File: config.mk
export PLATFORM = sky130hd
export DESIGN_NAME = irq_group_agg
export DESIGN_NICKNAME = d
export VERILOG_FILES = /design/src/rtl/irq_agg_pkg.sv /design/src/rtl/irq_status_bank.sv /design/src/rtl/irq_enable_bank.sv /design/src/rtl/irq_out_route.sv /design/src/rtl/irq_group_agg.sv
export SDC_FILE = /design/constraint.sdc
export NUM_CORES = 1
export LEC_CHECK = 0
export BUFFER_PORTS_ARGS = -buffer_cell sky130_fd_sc_hd__buf_2
export CORE_ASPECT_RATIO = 1.2
export CORE_MARGIN = 2
export CORE_UTILIZATION = 25
export DETAILED_ROUTE_END_ITERATION = 6
export PLACE_DENSITY = 0.47
export SKIP_LAST_GASP = 1
export SYNTH_ARGS = -nofsm -noshare
export SYNTH_HDL_FRONTEND = slang
export SYNTH_SLANG_ARGS = --single-unit
export TNS_END_PERCENT = 30
File: constraint.sdc
create_clock -name clk_i -period 1.1 [get_ports clk_i]
set_input_delay 0.165 -clock clk_i [delete_from_list [all_inputs] [get_ports clk_i]]
set_output_delay 0.165 -clock clk_i [all_outputs]
set_load 0.01 [all_outputs]
File: src/rtl/irq_agg_pkg.sv
package irq_agg_pkg;
  localparam int unsigned ADDR_W = 4;
  localparam logic [ADDR_W-1:0] OFF_STATUS = 4'h0;
  localparam logic [ADDR_W-1:0] OFF_EN_SET = 4'h4;
  localparam logic [ADDR_W-1:0] OFF_RESULT = 4'h8;
  localparam logic [ADDR_W-1:0] OFF_EN_CLR = 4'hC;

  typedef enum logic [2:0] {
    SEL_NONE, SEL_STATUS, SEL_EN_SET, SEL_RESULT, SEL_EN_CLR
  } reg_sel_e;

  function automatic reg_sel_e decode_off(input logic [ADDR_W-1:0] a);
    case (a)
      OFF_STATUS: return SEL_STATUS;
      OFF_EN_SET: return SEL_EN_SET;
      OFF_RESULT: return SEL_RESULT;
      OFF_EN_CLR: return SEL_EN_CLR;
      default:    return SEL_NONE;
    endcase
  endfunction
endpackage

File: src/rtl/irq_status_bank.sv
module irq_status_bank #(
  parameter int unsigned NUM_SRC = 32
) (
  input  logic               clk_i,
  input  logic               rst_ni,
  input  logic [NUM_SRC-1:0] src_i,
  input  logic [NUM_SRC-1:0] w1c_i,
  output logic [NUM_SRC-1:0] status_o
);
  logic [NUM_SRC-1:0] src_q;
  logic [NUM_SRC-1:0] rise;

  assign rise = src_i & ~src_q;

  always_ff @(posedge clk_i or negedge rst_ni) begin
    if (!rst_ni) begin
      src_q    <= '0;
      status_o <= '0;
    end else begin
      src_q    <= src_i;
      status_o <= (status_o & ~w1c_i) | rise; // set beats clear
    end
  end

  assert_set_wins_R9: assert property (@(posedge clk_i) disable iff (!rst_ni)
    (rise != '0) |=> ((status_o & $past(rise)) == $past(rise)));

  assert_w1c_R3: assert property (@(posedge clk_i) disable iff (!rst_ni)
    ((w1c_i & ~rise) != '0) |=> ((status_o & $past(w1c_i & ~rise)) == '0));

  assert_hold_R2: assert property (@(posedge clk_i) disable iff (!rst_ni)
    ((status_o & ~w1c_i) != '0) |=>
      ((status_o & $past(status_o & ~w1c_i)) == $past(status_o & ~w1c_i)));
endmodule

File: src/rtl/irq_enable_bank.sv
module irq_enable_bank #(
  parameter int unsigned NUM_SRC = 32
) (
  input  logic               clk_i,
  input  logic               rst_ni,
  input  logic [NUM_SRC-1:0] set_i,
  input  logic [NUM_SRC-1:0] clr_i,
  output logic [NUM_SRC-1:0] en_o
);
  always_ff @(posedge clk_i or negedge rst_ni) begin
    if (!rst_ni) en_o <= '0;
    else         en_o <= (en_o | set_i) & ~clr_i;
  end

  assert_set_R4: assert property (@(posedge clk_i) disable iff (!rst_ni)
    ((set_i & ~clr_i) != '0) |=> ((en_o & $past(set_i & ~clr_i)) == $past(set_i & ~clr_i)));

  assert_clr_R5: assert property (@(posedge clk_i) disable iff (!rst_ni)
    (clr_i != '0) |=> ((en_o & $past(clr_i)) == '0));

  assert_untouched_R4: assert property (@(posedge clk_i) disable iff (!rst_ni)
    ((set_i | clr_i) == '0) |=> $stable(en_o));
endmodule

File: src/rtl/irq_out_route.sv
module irq_out_route #(
  parameter int unsigned NUM_SRC = 32
) (
  input  logic               direct_i,
  input  logic [NUM_SRC-1:0] result_i,
  output logic [NUM_SRC-1:0] src_irq_o,
  output logic               grp_irq_o
);
  genvar g;
  generate
    for (g = 0; g < NUM_SRC; g++) begin : g_line
      assign src_irq_o[g] = direct_i & result_i[g];
    end
  endgenerate
  assign grp_irq_o = ~direct_i & (|result_i);
endmodule

File: src/rtl/irq_group_agg.sv
module irq_group_agg
  import irq_agg_pkg::*;
#(
  parameter int unsigned NUM_SRC = 32
) (
  input  logic               clk_i,
  input  logic               rst_ni,
  input  logic [NUM_SRC-1:0] src_i,
  input  logic               direct_mode_i,
  input  logic               bus_en_i,
  input  logic               bus_we_i,
  input  logic [3:0]         bus_addr_i,
  input  logic [NUM_SRC-1:0] bus_wdata_i,
  output logic [NUM_SRC-1:0] bus_rdata_o,
  output logic [NUM_SRC-1:0] src_irq_o,
  output logic               grp_irq_o
);
  reg_sel_e           sel;
  logic               wr;
  logic [NUM_SRC-1:0] w1c_status, en_set, en_clr;
  logic [NUM_SRC-1:0] status, enable, result;

  assign sel = decode_off(bus_addr_i);
  assign wr  = bus_en_i & bus_we_i;

  assign w1c_status = (wr && sel == SEL_STATUS) ? bus_wdata_i : '0;
  assign en_set     = (wr && sel == SEL_EN_SET) ? bus_wdata_i : '0;
  assign en_clr     = (wr && sel == SEL_EN_CLR) ? bus_wdata_i : '0;

  irq_status_bank #(.NUM_SRC(NUM_SRC)) u_status (
    .clk_i(clk_i), .rst_ni(rst_ni), .src_i(src_i),
    .w1c_i(w1c_status), .status_o(status)
  );

  irq_enable_bank #(.NUM_SRC(NUM_SRC)) u_enable (
    .clk_i(clk_i), .rst_ni(rst_ni), .set_i(en_set),
    .clr_i(en_clr), .en_o(enable)
  );

  assign result = status & enable;

  always_comb begin
    unique case (sel)
      SEL_STATUS:             bus_rdata_o = status;
      SEL_EN_SET, SEL_EN_CLR: bus_rdata_o = enable;
      SEL_RESULT:             bus_rdata_o = result;
      default:                bus_rdata_o = '0;
    endcase
  end

  irq_out_route #(.NUM_SRC(NUM_SRC)) u_route (
    .direct_i(direct_mode_i), .result_i(result),
    .src_irq_o(src_irq_o), .grp_irq_o(grp_irq_o)
  );

  assert_direct_R7: assert property (@(posedge clk_i) disable iff (!rst_ni)
    direct_mode_i |-> (!grp_irq_o && src_irq_o == (status & enable)));

  assert_aggr_R8: assert property (@(posedge clk_i) disable iff (!rst_ni)
    !direct_mode_i |-> (src_irq_o == '0 && grp_irq_o == ((status & enable) != '0)));

  assert_excl_R8: assert property (@(posedge clk_i) disable iff (!rst_ni)
    !(grp_irq_o && (src_irq_o != '0)));
endmodule

### Word level (Yosys, flattened, before mapping)

Cells that the tools add are included.

* flip-flop bits (word level): 96
* bits in latches: 0
* RAM bits: 0
* memory bits (read-only): 0
* output and inout bits: 65
* memories: 0

* add/sub/neg operators: 0
* multiply operators: 0
* div/mod/pow operators: 0
* order comparisons: 0
* equality and inequality tests: 7
* shift operators: 0
* multiplexer cells: 5
* bitwise operators: 44
* reductions and logical operators: 6

Operator list (count)
* AND 32 bit: 4
* two-way mux 32 bit: 3
* inverter 32 bit: 3
* case mux 32 bit (3 select lines): 1
* bitwise OR 32 bit: 2
* AND 1 bit: 34
* OR reduction 32 bit: 1
* case mux 3 bit (4 select lines): 1
* equality test 4 bit, second input constant: 2
* equality test 3 x 2 -> 1 bit, second input constant: 2
* equality test 4 x 3 -> 1 bit, second input constant: 1
* zero test 4 bit: 1
* equality test 3 x 1 -> 1 bit, second input constant: 1
* equality test 3 bit, second input constant: 1
* logical AND 1 bit: 3
* OR reduction 2 bit: 1
* inverter 1 bit: 1

### Longest topological paths before layout

* depth in word-level cells: 8
* gate-level depth with buffers: 7
* gate-level depth less buffers: 4

### Cells and area by module

From an unflattened synthesis, not the netlist that was laid out.

* cell total of the unflattened synthesis: 464
* area total of the unflattened synthesis: 5037.3 um^2

Modules (own cells, without submodules)
* irq_status_bank: times used 1, cells an instance 160, area an instance 2242.2 um^2, seq. area each 1601.5 um^2
* irq_group_agg: times used 1, cells an instance 194, area an instance 1386.3 um^2, seq. area each 0.0 um^2
* irq_enable_bank: times used 1, cells an instance 64, area an instance 1121.1 um^2, seq. area each 800.8 um^2
* irq_out_route: times used 1, cells an instance 46, area an instance 287.8 um^2, seq. area each 0.0 um^2

### Least setup slack after synthesis

OpenSTA, ideal clock, no wires.

* path kind: register -> output
* start point: reg u_status.status_o[27]
* end point: out grp_irq_o
* arrival time: 1.090 ns
* slack: -0.155 ns
* stages on the path, launching flop included: 5
* buffers on the path: 0
* cell sequence: dfrtp_1 a22o_1 a221oi_1 and3_1 a41oi_1

* cells in the longest elaborated chain, start to end: 3

RTL lines
* start, declared: RTL line irq_status_bank.sv:8 `output logic [NUM_SRC-1:0] status_o`
* start signal, assigned: RTL line irq_status_bank.sv:21 `status_o <= (status_o & ~w1c_i) | rise;`
* AND 32 bit: RTL line irq_group_agg.sv:40 `assign result = status & enable;`
* OR reduction 32 bit: RTL line irq_out_route.sv:15 `assign grp_irq_o = ~direct_i & (|result_i);`
* AND 1 bit: RTL line irq_out_route.sv:15
* end, declared: RTL line irq_group_agg.sv:16 `output logic grp_irq_o`

Every way passes these cells.

### Worst setup path after layout

* start point: reg u_status.status_o[6]
* end point: out grp_irq_o

Same word-level chain as after synthesis.

==> flow_summary.json <==
{
  "die_w_um": 125,
  "synth.most_common_cell": "dfrtp_1",
  "fin_util": 0.412,
  "worstPathArrival_ns": 1.71,
  "netlist_area_um2": 4400,
  "die_h_um": 149,
  "setup_slack_ns": -0.775,
  "slew_viol_final": 0,
  "design.core.area_um2": 17400,
  "yosysWarnings": 0,
  "pre_cts_slack_ns": -0.504,
  "tightest_slew_ns": 0.437,
  "clockBufferDepth": 2,
  "status": "finished with violations",
  "yosys-top-cells-count": "96 x dfrtp_1, 68 x nand2_1, 64 x inv_1",
  "grt_use_total": 0.159,
  "vias": 4019,
  "cts_made_buffers": 9,
  "grt_pass1_vias": 4257,
  "row_count": 53,
  "initial_core_util": 0.253,
  "drv_cap": 0,
  "top_usage_layer": "met2",
  "ctsRootBufferMaster": "clkbuf_16",
  "wire_per_inst_um": 16.7,
  "fin_area_um2": 7160,
  "grt_pass1_wl_um": 23000,
  "syn_nets": 477,
  "fmax_mhz": 533,
  "syn_inst": 404,
  "rsz0062_at_grt": "true",
  "cts.sinks": 96,
  "first_iter_violations": 133,
  "endpoint_kind": "output port",
  "worstPathCellList": "a22o_1 -> a221oi_1 -> buf_4 -> a41oi_2 -> buf_2",
  "gr-usage-met1": 0.206,
  "grt_use_met2": 0.266,
  "drt_first_pass_iters": 4,
  "ant_nets": 0,
  "required_ns": 0.94,
  "yosysSeqAreaShare": 0.546,
  "synth-edff-count": 0,
  "grt_antenna_before_repair": 1,
  "setup_viol": 65,
  "synthSimpleGateAreaFrac": 0.114,
  "final_hold_viol_count": 0,
  "maxSlewHeadroom": 0.708,
  "grt-ovfl-total": 0,
  "htree_levels": 3,
  "irDropWorstVdd_uv": 660,
  "critPathSlowestCell": "dfrtp_1",
  "dieArea_um2": 18700,
  "synth_top_family_by_area": "compound AO/OA/AOI/OAI gates",
  "finalCritPeriodShare": 1.70,
  "yosys-top-cells-area": "dfrtp_1 55%, o221a_2 8.2%, mux2i_1 7.3%",
  "critPathLaunchType": "flip-flop",
  "powerDensity_nw_per_um2": 1310,
  "use_met3": 0.0265,
  "violations": "negative setup slack",
  "drc": 0,
  "area_growth_pct": 62.8,
  "power_leakage_nw": 3.68,
  "vias_per_cell": 4.59,
  "p_total_mw": 9.37,
  "cts_tree": "built",
  "drive_gt1_frac": 0.437,
  "crit_fanout": 2,
  "synth_mux_area_frac": 0.0728,
  "clk_pin_slew_ns": 0.08,
  "place_area_um2": 5990,
  "synth_fa_ha_area_frac": 0,
  "worst_hold_path_type": "input pin to flip-flop",
  "grt_max_degree": 33,
  "clock_latency_ns": 0.35,
  "num_io_pins": 138,
  "holdPathStages": 3,
  "yosysTopAreaCellShare": 0.546,
  "yosysTopAreaCell": "dfrtp_1",
  "ys_async_sr_fraction": 1.00,
  "tns_ns": -18.59,
  "synth.distinct_cells": 18,
  "dp.final_hpwl_um": 10500,
  "skew_ns": 0.00336,
  "nets": 723,
  "synth_area_per_cell_um2": 10.9,
  "synth_compound_area_frac": 0.177,
  "worstSetupPathType": "flip-flop to output port",
  "place_congestion": 0.762,
  "synth_xor_area_frac": 0,
  "critPathMaxStageDelay_ns": 0.39,
  "ys.flop_type": "dfrtp_1",
  "wirelength_um": 14600,
  "numPortBuffers": 137,
  "antennaDiodeCount": 0,
  "fin_crit_ns": 1.87,
  "reg2reg_depth": 3,
  "synth_seq_cells": 96
}
-- cells in the final DEF (no fill, tap or decap) --
| cell type | n |
|---|---|
| inv_8 | 1 |
| nor2_4 | 2 |
| and3_1 | 33 |
| nand2_1 | 68 |
| o221a_2 | 10 |
| nor4_2 | 1 |
| a221oi_2 | 2 |
| mux2i_1 | 32 |
| and4_2 | 2 |
| buf_2 | 106 |
| a221oi_1 | 1 |
| inv_6 | 2 |
| buf_12 | 9 |
| o221a_4 | 22 |
| a22oi_2 | 3 |
| dfrtp_1 | 96 |
| buf_6 | 61 |
| clkinv_4 | 4 |
| a22oi_1 | 7 |
| buf_4 | 51 |
| inv_1 | 64 |
| a22o_1 | 35 |
| clkbuf_16 | 9 |
| a41oi_2 | 1 |
| dlygate4sd3_1 | 33 |
-- report_power, final --
group	switching [mW]	internal, mW	leakage [nW]
Combinational	1.04	1.22	2.55
Sequential	0.176	3.84	0.990
Clock	1.51	1.58	0.142
Total	2.73	6.64	3.68
-- cell type report --
class | count | area [um^2]
clock inverters | 7 | 63.8
fillers | 1710 | 10200
well taps | 220 | 275
repair buffers | 260 | 2110
multi-input cells | 219 | 1840
clock buffers | 9 | 225
inverters | 64 | 240
flip-flops and latches | 96 | 2400
-- path summary, 6_finish.rpt --
| check | start | end | slack [ns] |
|---|---|---|---|
| worst max-delay path | u_status.status_o[6]$_DFF_PN0_ | grp_irq_o | -0.77 |
| worst min-delay path | bus_wdata_i[19] | u_enable.en_o[19]$_DFF_PN0_ | 0.08 |
| worst max register to register | u_status.status_o[9]$_DFF_PN0_ | u_status.status_o[9]$_DFF_PN0_ | 0.16 |
| worst min register to register | u_status.src_q[21]$_DFF_PN0_ | u_status.status_o[21]$_DFF_PN0_ | 0.56 |
| max in group asynchronous | rst_ni | u_status.src_q[5]$_DFF_PN0_ | 0.38 |
| min in group asynchronous | rst_ni | u_status.src_q[30]$_DFF_PN0_ | 0.25 |
-- sequential cells by signal, indices dropped and copies added, names as in the netlist --
name,cells
u_enable.en_o,32
u_status.src_q,32
u_status.status_o,32
-- per-stage QoR --
stage / hold slack, ns / instances
floorplan: -0.131 / 404
global placement: 0.0811 / 823
detailed placement: 0.0839 / 823
CTS: 0.0659 / 874
global route: 0.0764 / 875
finish: 0.0831 / 875
-- critical path, delay by kind of cell, from the launching register on --
kind | cells | cell delay [ns]
flops | 1 | 0.39
buf+inv | 2 | 0.34
compound gates | 3 | 0.62
-- cells by family after synthesis --
group | Yosys count
simple gates | 106
flops | 96
buf+inv | 89
compound gates | 81
mux | 32
-- repair_timing --
item	CTS	global route
hold buffers	33	0
gates resized for setup	54	36
setup endpoints to repair	65	65
setup buffers	8	5
hold endpoints to repair	61	0
pin swaps	8	1
-- per-layer routing --
metal	wire length, um	share of wire	vias up
met2	7180	0.49	104
met4	288	0.020	2
met1	6530	0.45	1981
li1	-	-	1913
met3	601	0.041	19
met5	13	0.00089	-
Power figures use the tool's default switching activity.
